`src/rtl/plm_pkg.sv`:
```
package plm_pkg;
  typedef enum logic [1:0] {
    ST_NORMAL  = 2'd0,
    ST_NOCLK   = 2'd1,
    ST_RESTART = 2'd2
  } plmState_t;

  // control -> datapath strobes
  typedef struct packed {
    logic nocRun;    // no-clock cadence counters enabled
    logic delayRun;  // post-recovery delay counter enabled
  } plmStrobes_t;
endpackage

```
`src/rtl/plm_datapath.sv`:
```
module plm_datapath
  import plm_pkg::*;
#(
  parameter int SYNC_STAGES   = 2,
  parameter int TIMEOUT_MS    = 32,
  parameter int LED_DELAY_MS  = 150,
  parameter int BLINK_HALF_MS = 125,
  parameter int SCR_PERIOD_MS = 4000,
  parameter int RESTART_MS    = 75
) (
  input  logic        clk,
  input  logic        rstN,
  input  logic        tick1ms,
  input  logic        phaseIn,
  input  plmStrobes_t strobes,
  output logic        phaseRise,
  output logic        ageExpired,
  output logic        scrDue,
  output logic        delayDone,
  output logic        ledOn
);
  localparam int AGE_W   = $clog2(TIMEOUT_MS + 2);
  localparam int NOC_W   = $clog2(LED_DELAY_MS + 1);
  localparam int BLINK_W = $clog2(2 * BLINK_HALF_MS);
  localparam int SCR_W   = $clog2(SCR_PERIOD_MS);
  localparam int DLY_W   = $clog2(RESTART_MS + 1);

  localparam logic [AGE_W-1:0]   AGE_MAX    = AGE_W'(TIMEOUT_MS + 1);
  localparam logic [NOC_W-1:0]   LED_START  = NOC_W'(LED_DELAY_MS);
  localparam logic [BLINK_W-1:0] BLINK_HALF = BLINK_W'(BLINK_HALF_MS);
  localparam logic [BLINK_W-1:0] BLINK_LAST = BLINK_W'(2 * BLINK_HALF_MS - 1);
  localparam logic [SCR_W-1:0]   SCR_LAST   = SCR_W'(SCR_PERIOD_MS - 1);
  localparam logic [DLY_W-1:0]   DLY_END    = DLY_W'(RESTART_MS);

  // synchronizer plus one delayed stage for edge detection
  logic [SYNC_STAGES:0] syncPipe;
  always_ff @(posedge clk) begin
    if (!rstN) syncPipe <= '0;
    else       syncPipe <= {syncPipe[SYNC_STAGES-1:0], phaseIn};
  end
  assign phaseRise = syncPipe[SYNC_STAGES-1] & ~syncPipe[SYNC_STAGES];

  // milliseconds since the last rising edge, saturating one past the timeout
  logic [AGE_W-1:0] edgeAge;
  always_ff @(posedge clk) begin
    if (!rstN)                             edgeAge <= '0;
    else if (phaseRise)                    edgeAge <= '0;
    else if (tick1ms && edgeAge != AGE_MAX) edgeAge <= edgeAge + 1'b1;
  end
  assign ageExpired = (edgeAge == AGE_MAX);

  // LED start delay after no-clock entry
  logic [NOC_W-1:0] nocAge;
  logic             ledArmed;
  always_ff @(posedge clk) begin
    if (!rstN || !strobes.nocRun)          nocAge <= '0;
    else if (tick1ms && nocAge != LED_START) nocAge <= nocAge + 1'b1;
  end
  assign ledArmed = (nocAge == LED_START);

  // blink phase counter
  logic [BLINK_W-1:0] blinkCnt;
  always_ff @(posedge clk) begin
    if (!rstN || !strobes.nocRun || !ledArmed) blinkCnt <= '0;
    else if (tick1ms) blinkCnt <= (blinkCnt == BLINK_LAST) ? '0 : blinkCnt + 1'b1;
  end
  assign ledOn = strobes.nocRun && ledArmed && (blinkCnt < BLINK_HALF);

  // SCR request period
  logic [SCR_W-1:0] scrCnt;
  always_ff @(posedge clk) begin
    if (!rstN || !strobes.nocRun) begin
      scrCnt <= '0;
      scrDue <= 1'b0;
    end else begin
      scrDue <= 1'b0;
      if (tick1ms) begin
        if (scrCnt == SCR_LAST) begin
          scrCnt <= '0;
          scrDue <= 1'b1;
        end else begin
          scrCnt <= scrCnt + 1'b1;
        end
      end
    end
  end

  // delay from recovery to self-test request
  logic [DLY_W-1:0] delayCnt;
  always_ff @(posedge clk) begin
    if (!rstN || !strobes.delayRun)        delayCnt <= '0;
    else if (tick1ms && delayCnt != DLY_END) delayCnt <= delayCnt + 1'b1;
  end
  assign delayDone = (delayCnt == DLY_END);

  p_age_bound_r2: assert property (@(posedge clk) disable iff (!rstN)
    (edgeAge == AGE_MAX) |=> (phaseRise || edgeAge == AGE_MAX) || $past(phaseRise));
  p_due_pulse_r4: assert property (@(posedge clk) disable iff (!rstN)
    scrDue |=> !scrDue);
endmodule

```
`src/rtl/plm_control.sv`:
```
module plm_control
  import plm_pkg::*;
#(
  parameter int FAIL_LIMIT = 4
) (
  input  logic        clk,
  input  logic        rstN,
  input  logic        phaseRise,
  input  logic        ageExpired,
  input  logic        scrDue,
  input  logic        delayDone,
  input  logic        zcStrobe,
  input  logic        stDone,
  input  logic        stPass,
  output plmStrobes_t strobes,
  output logic        noClock,
  output logic        scrGate,
  output logic        stReq,
  output logic        stEol
);
  localparam int FAIL_W = $clog2(FAIL_LIMIT + 1);
  localparam logic [FAIL_W-1:0] FAIL_LAST = FAIL_W'(FAIL_LIMIT - 1);

  plmState_t   state, stateNext;
  logic        pending;
  logic        posHalf, scrArmed, awaitResult;
  logic [FAIL_W-1:0] failCnt;

  always_comb begin
    stateNext = state;
    unique case (state)
      ST_NORMAL:  if (ageExpired) stateNext = ST_NOCLK;
      ST_NOCLK:   if (phaseRise && pending && !ageExpired) stateNext = ST_RESTART;
      ST_RESTART: if (ageExpired) stateNext = ST_NOCLK;
                  else if (delayDone) stateNext = ST_NORMAL;
      default:    stateNext = ST_NORMAL;
    endcase
  end

  always_ff @(posedge clk) begin
    if (!rstN) begin
      state   <= ST_NORMAL;
      pending <= 1'b0;
    end else begin
      state <= stateNext;
      if (state != ST_NOCLK)  pending <= 1'b0;
      else if (phaseRise)     pending <= 1'b1;
    end
  end

  assign noClock          = (state == ST_NOCLK);
  assign strobes.nocRun   = (state == ST_NOCLK);
  assign strobes.delayRun = (state == ST_RESTART);

  // half-cycle tracking and SCR gate while the phase input is lost
  always_ff @(posedge clk) begin
    if (!rstN || stateNext != ST_NOCLK || state != ST_NOCLK) begin
      posHalf  <= 1'b0;
      scrArmed <= 1'b0;
      scrGate  <= 1'b0;
    end else begin
      if (scrDue) scrArmed <= 1'b1;
      if (zcStrobe) begin
        posHalf <= ~posHalf;
        if (!posHalf && (scrArmed || scrDue)) begin
          scrGate  <= 1'b1;
          scrArmed <= 1'b0;
        end else begin
          scrGate <= 1'b0;
        end
      end
    end
  end

  // self-test request and consecutive-failure tracking
  always_ff @(posedge clk) begin
    if (!rstN) begin
      stReq       <= 1'b0;
      awaitResult <= 1'b0;
      failCnt     <= '0;
      stEol       <= 1'b0;
    end else begin
      stReq <= 1'b0;
      if (state == ST_RESTART && stateNext == ST_NORMAL) begin
        stReq       <= 1'b1;
        awaitResult <= 1'b1;
      end else if (awaitResult && stDone) begin
        awaitResult <= 1'b0;
        if (stPass) begin
          failCnt <= '0;
        end else begin
          if (failCnt != FAIL_LAST + 1'b1) failCnt <= failCnt + 1'b1;
          if (failCnt >= FAIL_LAST)        stEol   <= 1'b1;
        end
      end
    end
  end

  p_enter_on_timeout_r2: assert property (@(posedge clk) disable iff (!rstN)
    $rose(noClock) |-> $past(ageExpired));
  p_scr_in_noclk_r4: assert property (@(posedge clk) disable iff (!rstN)
    scrGate |-> noClock);
  p_gate_on_strobe_r4: assert property (@(posedge clk) disable iff (!rstN)
    $rose(scrGate) |-> $past(zcStrobe));
  p_exit_on_edge_r5: assert property (@(posedge clk) disable iff (!rstN)
    $fell(noClock) |-> $past(phaseRise));
  p_streq_pulse_r6: assert property (@(posedge clk) disable iff (!rstN)
    stReq |=> !stReq);
  p_eol_sticky_r7: assert property (@(posedge clk) disable iff (!rstN)
    stEol |=> stEol);
endmodule

```
`src/rtl/phase_loss_monitor.sv`:
```
module phase_loss_monitor
  import plm_pkg::*;
#(
  parameter int SYNC_STAGES   = 2,
  parameter int TIMEOUT_MS    = 32,
  parameter int LED_DELAY_MS  = 150,
  parameter int BLINK_HALF_MS = 125,
  parameter int SCR_PERIOD_MS = 4000,
  parameter int RESTART_MS    = 75,
  parameter int FAIL_LIMIT    = 4
) (
  input  logic clk,
  input  logic rstN,
  input  logic tick1ms,
  input  logic phaseIn,
  input  logic zcStrobe,
  input  logic stDone,
  input  logic stPass,
  output logic noClock,
  output logic ledOn,
  output logic scrGate,
  output logic stReq,
  output logic stEol
);
  plmStrobes_t strobes;
  logic phaseRise, ageExpired, scrDue, delayDone;

  plm_datapath #(
    .SYNC_STAGES(SYNC_STAGES), .TIMEOUT_MS(TIMEOUT_MS), .LED_DELAY_MS(LED_DELAY_MS),
    .BLINK_HALF_MS(BLINK_HALF_MS), .SCR_PERIOD_MS(SCR_PERIOD_MS), .RESTART_MS(RESTART_MS)
  ) u_datapath (
    .clk(clk), .rstN(rstN), .tick1ms(tick1ms), .phaseIn(phaseIn), .strobes(strobes),
    .phaseRise(phaseRise), .ageExpired(ageExpired), .scrDue(scrDue),
    .delayDone(delayDone), .ledOn(ledOn)
  );

  plm_control #(.FAIL_LIMIT(FAIL_LIMIT)) u_control (
    .clk(clk), .rstN(rstN), .phaseRise(phaseRise), .ageExpired(ageExpired),
    .scrDue(scrDue), .delayDone(delayDone), .zcStrobe(zcStrobe), .stDone(stDone),
    .stPass(stPass), .strobes(strobes), .noClock(noClock), .scrGate(scrGate),
    .stReq(stReq), .stEol(stEol)
  );

  p_led_in_noclk_r3: assert property (@(posedge clk) disable iff (!rstN)
    ledOn |-> noClock);
endmodule

```
`config.mk`:
```
export PLATFORM = sky130hd
export DESIGN_NAME = phase_loss_monitor
export DESIGN_NICKNAME = d
export VERILOG_FILES = /design/src/rtl/plm_pkg.sv /design/src/rtl/plm_datapath.sv /design/src/rtl/plm_control.sv /design/src/rtl/phase_loss_monitor.sv
export SDC_FILE = /design/constraint.sdc
export NUM_CORES = 1
export LEC_CHECK = 0
export ABC_AREA = 1
export ABC_CLOCK_PERIOD_IN_PS = 2300
export CAP_MARGIN = 15
export CORE_MARGIN = 8
export CORE_UTILIZATION = 60
export DETAILED_ROUTE_END_ITERATION = 16
export GPL_ROUTABILITY_DRIVEN = 0
export GPL_TIMING_DRIVEN = 0
export PLACE_DENSITY = 0.85
export SLEW_MARGIN = 0
export SYNTH_ARGS = -nofsm -noshare
export SYNTH_HDL_FRONTEND = slang
export SYNTH_SLANG_ARGS = --single-unit
export TNS_END_PERCENT = 1
```
`constraint.sdc`:
```
create_clock -name clk -period 2.3 [get_ports clk]
set_input_delay 0.345 -clock clk [delete_from_list [all_inputs] [get_ports clk]]
set_output_delay 0.345 -clock clk [all_outputs]
set_load 0.03 [all_outputs]
```
-- Word level (Yosys, flattened, before mapping)
Cells that the tools add are included.
- register bits: 57
- output and inout bits: 5
- add/sub/neg operators: 6
- $lt $le $gt $ge: 2
- eq/ne operators: 13
- mux-type cells: 17
- bitwise logic cells: 7
- reductions and logical operators: 31
- operator list (operator ; number):
    $add 8x1->8 const B ; 2
    $eq 8x8->1 const B ; 2
    $add 12x1->12 const B ; 1
    $eq 12x12->1 const B ; 1
    $mux 12 ; 1
    $logic_and 1x1->1 ; 10
    $lt 8x7->1 const B ; 1
    $mux 1 ; 8
    $mux 2 ; 4
    $mux 8 ; 1
    $ne 8x8->1 const B ; 1
    $add 7x1->7 const B ; 1
    $eq 7x7->1 const B ; 1
    $ne 7x7->1 const B ; 1
    $add 6x1->6 const B ; 1
    $eq 6x6->1 const B ; 1
    $logic_not 1->1 ; 6
    $logic_or 1x1->1 ; 6
    $mux 3 ; 2
    $ne 6x6->1 const B ; 1
    $not 1->1 ; 6
    $pmux 2 s3 ; 1
    $reduce_or 2->1 ; 3
    $logic_not 2->1 ; 2
    10 further kinds ; 12

-- Depth between registers and ports, before layout
- depth after elaboration: 10
- gate-level depth with buffers: 9

-- By module
Synthesis repeated with hierarchy kept, for this count alone.
- cells, all modules: 389
- area, all modules: 2872.8 µm²
- by module, submodules not included (module ; times used ; cells each ; area an instance (µm²) ; seq. area each (µm²)):
    plm_datapath ; 1 ; 311 ; 2259.7 ; 900.9
    plm_control ; 1 ; 78 ; 613.1 ; 240.2

-- Worst setup path before layout
OpenSTA, ideal clock, no wires.
- kind: flip-flop to output port
- start: reg u_datapath.nocAge[0]
- end: out ledOn
- arrival time: 1.789 ns
- data required time: 1.955 ns
- slack: 0.166 ns
- stages on the path, launching flop included: 7
- path buffers: 0
- path through: dfxtp_1 -> inv_1 -> ha_1 -> nand3_1 -> nor3_2 -> inv_1 -> nor4_1
- longest elaborated chain between the ends: 3
- ends and longest elaborated chain (element ; RTL line ; source):
    start: declaration ; plm_datapath.sv:53 ; logic [NOC_W-1:0] nocAge;
    start signal: assignment ; plm_datapath.sv:57 ; else if (tick1ms && nocAge != LED_START) nocAge <= nocAge + 1'b1;
    $eq 8x8->1 ; plm_datapath.sv:59 ; assign ledArmed = (nocAge == LED_START);
    $logic_and 1x1->1 (2 in a row) ; plm_datapath.sv:67 ; assign ledOn = strobes.nocRun && ledArmed && (blinkCnt < BLINK_HALF);
    end: declaration ; phase_loss_monitor.sv:20 ; output logic ledOn,
No other way between the ends.

-- Worst setup path after layout
Same ends and word-level chain as after synthesis.

==> flow_summary_export.csv <==
group,metric,value,unit
outcome,status,"complete, no violations",
floorplan,die_width,84.4,um
critical_path,path_cells,"inv_1 -> ha_1 -> nand3_1 -> nor3_2 -> inv_1 -> nor4_1 -> buf_2",
timing,timing.clock.skew,0.00588,ns
clock_network,clk_latency,0.33,ns
timing,worstMarginPinSlew,0.452,ns
timing,finalHoldViolCount,0,
routing,ant_nets,0,
timing,finalSetupViolations,0,
place,hpwl,3.91,mm
critical_path,cp.arrival,1.81,ns
logic_synthesis,yosysWarnings,0,
timing,fin_crit_sh,93.7,%
critical_path,reg2reg_slack,0.76,ns
critical_path,cp_num_buf_inv,3,
routing,avgRoutedWirePerCell,11.7,um
timing,worst_slack,0.144,ns
logic_synthesis,synth_area,2810,um2
layout,final_cell_mix,"nand2_1, inv_1, dfxtp_1",
routing,drt-total-wl,5.31,mm
critical_path,max_stage_delay,0.33,ns
clock_network,cts_root_buf,"clkbuf_8",
logic_synthesis,syn_nets,394,
routing,via_per_inst,5.26,
global_routing,grt_usage,15.6,%
clock_network,cts.reportedPaths.clkPinSlew,0.06,ns
place,place_ws,0.0204,ns
logic_synthesis,ys_types,38,
routing,dr.pass1.iters,4,
global_routing,grt_pass1_vias,2216,
global_routing,overflow,0,
timing,maxSlewViolCount,0,
critical_path,crit_family,"simple AND/OR/NAND/NOR gates",
layout,areaGrowthSynthToFinish,11.2,%
logic_synthesis,ys_seq_area_share,40.7,%
layout,finalNetCount,415,
critical_path,crit_top_cell,"inv_1",
critical_path,worst_path_max_delay_cell,"dfxtp_1",
routing,post-route-drc-count,0,
critical_path,crit_path_max_fanout,4,
logic_synthesis,syn_inst,375,
critical_path,worstSetupPathType,"reg -> out",
timing,fin_crit,2.16,ns
power,leakagePower,1.16,nW
timing,hold-worst-slack,0.285,ns
global_routing,grt_max_degree,11,
floorplan,rows,25,
timing,rsz0062_at_grt,"false",
floorplan,die_area,7120,um2
clock_network,tritoncts,"done",
timing,fmax,464,MHz
timing,fin_setup_tns,0,ns
layout,diodes,0,
critical_path,cp.required,1.96,ns
logic_synthesis,synthFlopType,"dfxtp_1",
clock_network,htree_levels,3,
power,power.density,582,nW/um2
logic_synthesis,synth_enable_flop_cells,0,
timing,relSlewSlack,69.6,%
floorplan,core,4630,um2
routing,drt_iter0_drc,105,
global_routing,antenna_found_initial,0,
logic_synthesis,synth_seq_cells,57,
routing,num_vias,2376,
job,maxCapViolations,0,
global_routing,grt_pass1_wl,9.10,mm
clock_network,cts_buffers,9,
logic_synthesis,synth_area_per_cell,7.48,um2
place,io_buffer_count,10,
floorplan,pin_count,12,
layout,final_common_cell,"nand2_1",
floorplan,die_y,84.4,um
clock_network,cts_buffer_depth,2,
hold_path,hp-class,"in -> reg",
critical_path,cp-end-kind,"primary output",
clock_network,cts_sinks,57,
layout,drive_gt1_share,12.3,%
floorplan,initial_core_util,60.6,%
logic_synthesis,synthArstFlopShare,0,%
power,peakVddDrop,0.000509,V
critical_path,startpoint_type,"flip-flop",
-- worst register-to-register path: stages (launching register included) --
cell and delay [ns]:
dfxtp_1 0.36, ha_1 0.18, nand3_1 0.15, nor2_4 0.15, nand4_1 0.20, nand2_2 0.23
a21oi_1 0.07, nand2_1 0.08, inv_1 0.03
-- report_power, final --
| part | switching [mW] | total [mW] | internal [mW] |
|---|---|---|---|
| Sequential | 0.00437 | 0.997 | 0.993 |
| Clock | 0.356 | 0.757 | 0.401 |
| Combinational | 0.0355 | 0.0597 | 0.0242 |
-- layer usage --
| layer | GRT usage [%] | routed length, um |
|---|---|---|
| met4 | 5.34 | 62 |
| met2 | 26.6 | 2680 |
| met3 | 6.34 | 204 |
| met1 | 17.1 | 2360 |
| met5 | 0 | 0 |
-- logic make-up after synthesis --
kind of cell    Yosys count  synth area share, %
xor+xnor                 10                 3.12
buf+inv                  65                 9.50
fa+ha+maj                12                 5.35
compound gates           42                 8.30
flops                    57                 40.7
simple gates            189                 33.1
-- cell usage after synthesis (all sizes together) (2+ instances only) --
| master | instances | area, um2 |
|---|---|---|
| inv | 61 | 231 |
| a21oi | 24 | 120 |
| nand2 | 79 | 314 |
| a211oi | 2 | 15.0 |
| or2 | 2 | 12.5 |
| nor4 | 4 | 25.0 |
| xnor2 | 3 | 26.3 |
| nor3 | 13 | 86.3 |
| a31oi | 2 | 12.5 |
| xor2 | 7 | 61.3 |
| nor3b | 5 | 42.5 |
| o21bai | 2 | 15.0 |
| nand3 | 19 | 113 |
| nand4 | 9 | 62.6 |
| nor2 | 57 | 264 |
| dfxtp | 57 | 1140 |
| ha | 12 | 150 |
| buf | 4 | 35.0 |
| o21ai | 10 | 53.8 |
-- sequential cells by signal, summed over array words and instances (netlist names), 2 cells and up --
signal,count
u_datapath.delayCnt,7
u_control.state,2
u_datapath.edgeAge,6
u_control.failCnt,3
u_datapath.nocAge,8
u_datapath.scrCnt,12
u_datapath.syncPipe,3
u_datapath.blinkCnt,8
-- worst paths after layout --
check / from / end / depth (start not counted)
setup / recovery: u_datapath.nocAge[0] / ledOn / 7
hold / removal: rstN / u_datapath.syncPipe[0] / 3
setup reg to reg: u_datapath.scrCnt[0] / u_datapath.scrCnt[10] / 8
hold reg to reg: u_datapath.syncPipe[0] / u_datapath.syncPipe[1] / 2
-- through the flow --
| step | instance area [um2] | util, % | power (mW) | std cells |
|---|---|---|---|---|
| finish | 3120 | 67.4 | 1.81 | 452 |
| global placement | 2970 | 64.2 | 1.08 | 439 |
| CTS | 3120 | 67.5 | 1.82 | 452 |
| detailed placement | 2970 | 64.2 | 1.08 | 439 |
| global route | 3120 | 67.4 | 1.88 | 452 |
| floorplan | 2810 | - | 1.06 | 375 |
-- cell type report --
type,count,area (um2)
repair buffers,10,95.1
well taps,54,67.6
multi-input cells,253,1400
clock inverters,1,5.00
fillers,392,1510
clock buffers,12,145
flip-flops and latches,57,1140
inverters,61,231
plain buffers,4,35.0
-- timing repair --
item                       in CTS  in global routing
gates resized for setup         4                  2
hold buffers                    0                  0
setup endpoints to repair       1                  1
setup buffers                   0                  0
No activity file was read; power rests on OpenSTA's default activity.
